==> src/rtl/slack_freq_ctrl.sv <==
`timescale 1ns/1ps
module slack_freq_ctrl #(
  parameter int NSENS    = 5,
  parameter int CODE_W   = 5,
  parameter int FREQ_W   = 12,
  parameter int HOLD_W   = 8,
  parameter int DROP_PCT = 7
) (
  input  logic                    clk,
  input  logic                    rst,
  input  logic                    en,
  input  logic [NSENS*CODE_W-1:0] sens,
  input  logic [FREQ_W-1:0]       f_nom,
  input  logic [FREQ_W-1:0]       f_min,
  input  logic [FREQ_W-1:0]       f_max,
  input  logic [HOLD_W-1:0]       holdoff,
  output logic [FREQ_W-1:0]       freq_code,
  output logic [2:0]              band
);
  localparam int PW = FREQ_W + 8;
  localparam logic [2:0] B_NONE  = 3'd0;
  localparam logic [2:0] B_SMALL = 3'd1;
  localparam logic [2:0] B_LARGE = 3'(CODE_W - 1);

  function automatic logic [2:0] classify(input logic [CODE_W-1:0] c);
    int   n;
    logic run;
    n   = 0;
    run = 1'b1;
    for (int i = CODE_W - 1; i >= 0; i--) begin
      if (run && c[i]) n++;
      else run = 1'b0;
    end
    if (n == 0) return B_NONE;
    if (c != ~({CODE_W{1'b1}} >> n)) return B_NONE;
    return 3'(n - 1);
  endfunction

  always_comb begin
    logic [2:0] w;
    w = B_LARGE;
    for (int s = 0; s < NSENS; s++) begin
      if (classify(sens[s*CODE_W +: CODE_W]) < w) w = classify(sens[s*CODE_W +: CODE_W]);
    end
    band = w;
  end

  logic [HOLD_W-1:0] cnt;
  logic              up;
  logic [PW-1:0]     cur, prod, quot, dec, lo, hi, cand;
  logic [FREQ_W-1:0] nxt;

  assign up   = (band == B_LARGE) && (cnt == holdoff);
  assign cur  = PW'(freq_code);
  assign lo   = PW'(f_min);
  assign hi   = PW'(f_max);
  assign prod = cur * PW'(DROP_PCT);
  assign quot = prod / PW'(100);
  assign dec  = (quot == '0) ? PW'(1) : quot;

  always_comb begin
    if (band == B_NONE)       cand = (cur > dec) ? cur - dec : '0;
    else if (band == B_SMALL) cand = (cur > '0) ? cur - PW'(1) : '0;
    else if (up)              cand = cur + PW'(1);
    else                      cand = cur;
  end

  assign nxt = (cand < lo) ? f_min : (cand > hi) ? f_max : cand[FREQ_W-1:0];

  always_ff @(posedge clk) begin
    if (rst || !en) begin
      freq_code <= f_nom;
      cnt       <= '0;
    end else begin
      freq_code <= nxt;
      if (band != B_LARGE || up) cnt <= '0;
      else                       cnt <= cnt + 1'b1;
    end
  end


  nominal_when_off_chk: assert property (@(posedge clk) disable iff (rst)
    !en |=> freq_code == $past(f_nom));


  window_limit_chk: assert property (@(posedge clk) disable iff (rst)
    (en && f_min <= f_max) |=> (freq_code >= $past(f_min) && freq_code <= $past(f_max)));


  single_down_chk: assert property (@(posedge clk) disable iff (rst)
    (en && band == B_SMALL && freq_code > f_min && freq_code <= f_max)
      |=> freq_code == $past(freq_code) - 1'b1);


  droop_drop_chk: assert property (@(posedge clk) disable iff (rst)
    (en && band == B_NONE && freq_code <= f_max && f_min <= f_max)
      |=> (freq_code < $past(freq_code) || freq_code == $past(f_min)));


  hold_band_chk: assert property (@(posedge clk) disable iff (rst)
    (en && band > B_SMALL && band < B_LARGE && freq_code >= f_min && freq_code <= f_max)
      |=> $stable(freq_code));


  slow_rise_chk: assert property (@(posedge clk) disable iff (rst)
    (en && freq_code >= f_min && freq_code <= f_max)
      |=> freq_code <= $past(freq_code) + 1'b1);


  band_range_chk: assert property (@(posedge clk) disable iff (rst)
    band <= B_LARGE);
endmodule

==> config.mk <==
export PLATFORM = sky130hd
export DESIGN_NAME = slack_freq_ctrl
export DESIGN_NICKNAME = d
export VERILOG_FILES = /design/src/rtl/slack_freq_ctrl.sv
export SDC_FILE = /design/constraint.sdc
export NUM_CORES = 1
export LEC_CHECK = 0
export ABC_AREA = 1
export BUFFER_PORTS_ARGS = -buffer_cell sky130_fd_sc_hd__buf_2
export CORE_MARGIN = 2
export CORE_UTILIZATION = 30
export CTS_CLUSTER_SIZE = 24
export DETAILED_ROUTE_END_ITERATION = 16
export PLACE_DENSITY = 0.5
export SKIP_CTS_REPAIR_TIMING = 1
export SYNTH_ARGS = -nofsm -noshare
export SYNTH_HDL_FRONTEND = slang
export SYNTH_SLANG_ARGS = --single-unit
==> constraint.sdc <==
create_clock -name clk -period 11.2 [get_ports clk]
set_input_delay 1.12 -clock clk [delete_from_list [all_inputs] [get_ports clk]]
set_output_delay 1.12 -clock clk [all_outputs]
set_load 0.005 [all_outputs]
==> results.md <==
Route:
- After detailed routing, the average wire length per cell comes to 12.2 um.
- The initial DRC count is 400.
- The routed design has 19,400 um of wire.
- The antenna violation net count after detailed routing is 0.
- The post-route DRC violation count is 0.
- In the routed layout, each cell is associated on average with a via count of 4.61.
- The first detailed-routing pass took 5 iterations.
- The total via count in the routed design is 7,350.

STA:
- The number of endpoints failing setup at the final stage is 0.
- The number of endpoints with negative hold slack in the final report is 0.
- The final max-slew violation count was 0.
- Measured against its own limit, the worst slew margin works out to 32.5%.
- The smallest clock period supported by the final layout is computed as 10,100 ps.
- Timing would allow up to 99.1 MHz.
- The worst path uses 90.1% of the clock period.
- The transition at the pin with the smallest max-transition slack is 1010 ps.
- The worst-case clock skew is 5.32 ps.

Layout:
- The area occupied by multi-input gates is 0.00579 sq mm.
- From synthesis to final layout, the design area changed by 15.8%.
- Of the cells placed in the final design, the portion with a size suffix greater than 1 is 16.8%.
- The antenna diode count is 0.
- The post-layout net count is 1,473.
- The layout filler cell count is 2,538.
- In the final layout, flip-flops and latches occupy 410 sq um.
- Once layout is complete, the utilization of the core stands at 35.6%.

GRT:
- The maximum number of pins on one net before global-route repair is 19.
- The number of antenna violations at the first check in global routing is 0.
- The overall fraction of global-route tracks in use is 16.1%.
- The via count of the first global-routing pass is 6,960.
- The first global-routing pass estimated 33,000 um of wire.
- The final global-route overflow total is 0.

Placement:
- The final RePlAce weighted congestion is 0.935.
- The HPWL after detailed placement is 16,900 um.
- The count of buffers added on input and output ports is 86.

Yosys:
- The number of nets in the synthesized netlist is 1,367.
- The sequential share of the synthesized area is 5.71%.
- The top-area cell type share of the netlist area is 18.7%.
- Synthesis instantiated 51 different standard cells from the library.
- The number of warnings issued by yosys is 0.
- The average instance in the mapped netlist occupies 5.96 sq um.
- Summing every instance area after synthesis gives 0.00701 sq mm.
- By area the synthesized netlist is led by sky130_fd_sc_hd__ha_1 (19%), sky130_fd_sc_hd__nand2_1 (16%), sky130_fd_sc_hd__inv_1 (10%).
- For this run, asynchronously set or reset flops after synthesis account for 0%.
- After synthesis the netlist holds a flip-flop and latch count of 20.
- In the synthesized netlist, the number of instances is 1,177.
- The most used flip-flop cell after synthesis is sky130_fd_sc_hd__dfxtp_1.
- The largest total area in the synthesized netlist belongs to sky130_fd_sc_hd__ha_1.
- The count of flip-flops with a built-in enable after synthesis is 0.

Critical path:
- Among the stages of the critical path, the cell type that occurs most often is sky130_fd_sc_hd__nand2_1.
- The worst stage delay on the critical path is 570 ps.
- The critical path in this run is classified as reg -> reg.
- The cell depth of the worst flop-to-flop path is 72.
- STA classifies the critical path startpoint as a flip-flop.
- The endpoint type of the worst setup path is a flip-flop.
- The data arrival time of the critical path is 10,250 ps.
- The largest fanout on the critical path is 18.
- The slowest cell on the critical path is sky130_fd_sc_hd__dfxtp_1.
- The required time of the critical path is 11,350 ps.

Clock network:
- In this run, CTS created clock tree buffers numbering 3.
- The TritonCTS clock tree is built.
- In this run the deepest clock path goes through 2 buffers.
- The clock transition at the register clock pins on the worst setup and hold paths after CTS is 60 ps.
- At the later pin of the worst-skew pair, clock insertion delay measures 260 ps.
- In this run the number of H-tree levels came out at 1.
- The clock net sink count is 20.
- The root cell of the clock tree is sky130_fd_sc_hd__clkbuf_16.

Run:
- Max-cap violations in this run came to 0.

Hold path:
- The type of the most critical hold path is reg -> reg.
- Counting instances, the worst hold path has a depth of 1.

Outcome:
- The flow ran to the end, and the final reports show no timing, DRC or antenna violations.

Die:
- The die covers 0.0246 sq mm.
- In this run the count of I/O pins placed on the die edge is 87.
- For this configuration, the core starts out at a cell density of 30.8%.
- The overall die height is 157 um.
- The total area inside the core boundary comes to 0.0228 sq mm.
- The number of standard-cell rows in the floorplan is 55.
- The horizontal die dimension is 157 um.
## worst max-delay path, delay by kind of cell (launching register included)
family	cells	cell delay, ps
fa+ha+maj	5	1750
xor+xnor	1	150
flops	1	570
simple gates	42	4530
compound gates	14	1990
buf+inv	10	990
## stage by stage
stage	cell area [sq um]	std cells	hold slack, ps	setup slack, ps	setup TNS (ps)
after detailed placement	7920	1585	451	221	0
after CTS	8030	1589	468	185	0
after global placement	7920	1585	450	451	0
after floorplan	7010	1177	430	1920	0
final	8120	1595	461	1100	0
after global routing	8120	1595	515	-20.9	-27.2
## cell usage after synthesis, types with 19 or more instances
cell type	instances
sky130_fd_sc_hd__nand2_1	305
sky130_fd_sc_hd__inv_1	196
sky130_fd_sc_hd__ha_1	105
sky130_fd_sc_hd__nand3_1	103
sky130_fd_sc_hd__nor2_1	82
sky130_fd_sc_hd__o21ai_0	60
sky130_fd_sc_hd__a21oi_1	50
sky130_fd_sc_hd__nand2_2	30
sky130_fd_sc_hd__nand4_1	28
sky130_fd_sc_hd__xor2_1	24
sky130_fd_sc_hd__dfxtp_1	20
sky130_fd_sc_hd__inv_2	20
sky130_fd_sc_hd__xnor2_1	19
## path summary, 6_finish.rpt
path / startpoint / endpoint / slack (ps)
hold reg to reg: cnt[0]$_SDFF_PP0_ / cnt[0]$_SDFF_PP0_ / 460
hold / removal: cnt[0]$_SDFF_PP0_ / cnt[0]$_SDFF_PP0_ / 460
setup / recovery: freq_code[8]$_DFF_P_ / freq_code[4]$_DFF_P_ / 1100
setup reg to reg: freq_code[8]$_DFF_P_ / freq_code[4]$_DFF_P_ / 1100
## state kept, by name, indices dropped and copies added, names as in the netlist
signal / count
freq_code: 12
cnt: 8
## metal layers
metal / share of wire, % / wire [um] / track usage, % / up-vias
li1: - / - / - / 3990
met4: 0.26 / 50 / 1.22 / 0
met5: 0 / 0 / 0 / -
met2: 46 / 8860 / 27.5 / 110
met1: 50 / 9790 / 22.6 / 3244
met3: 3.8 / 735 / 2.08 / 6
## layout make-up
type | instances | share of cell area (%)
flip-flops and latches | 20 | 5.05
multi-input cells | 932 | 71.3
clock inverters | 1 | 0.370
inverters | 218 | 10.2
clock buffers | 3 | 0.925
repair buffers | 108 | 7.34
well taps | 313 | 4.82
## cell usage in the layout (no fill, tap or decap), types with 6 or more instances in the layout
master                     count
sky130_fd_sc_hd__a21oi_1      50
sky130_fd_sc_hd__o211ai_1      6
sky130_fd_sc_hd__o21ai_0      56
sky130_fd_sc_hd__nand4_1      28
sky130_fd_sc_hd__ha_1        103
sky130_fd_sc_hd__dfxtp_1      16
sky130_fd_sc_hd__nand2_1     305
sky130_fd_sc_hd__nor3_1       14
sky130_fd_sc_hd__o21ai_1      13
sky130_fd_sc_hd__nand3_2       8
sky130_fd_sc_hd__fa_1         13
sky130_fd_sc_hd__nand2_2      30
sky130_fd_sc_hd__inv_1       195
sky130_fd_sc_hd__xor2_1       24
sky130_fd_sc_hd__xnor2_1      19
sky130_fd_sc_hd__or2_2         7
sky130_fd_sc_hd__mux2i_1       7
sky130_fd_sc_hd__buf_4        22
sky130_fd_sc_hd__inv_2        20
sky130_fd_sc_hd__nand2_4       6
sky130_fd_sc_hd__nor2_2        6
sky130_fd_sc_hd__buf_2        86
sky130_fd_sc_hd__nor2_1       82
sky130_fd_sc_hd__nand3_1     102
## cell families (layout without fill, tap and decap cells)
family / count (synthesis) / after routing / synth area share [%]
muxes: 7 / 7 / 1.00
xor gates and xnor gates: 43 / 43 / 5.37
adders and majority gates: 118 / 118 / 22.5
and+or+nand+nor: 613 / 613 / 40.9
AOI/OAI and AO/OA: 151 / 151 / 12.4
buffers and inverters: 225 / 330 / 12.1
DFF: 20 / 20 / 5.71
Power is left out: the tool's default activity adds up to more than one toggle a clock period on the data nets, which glitch-free logic cannot reach.
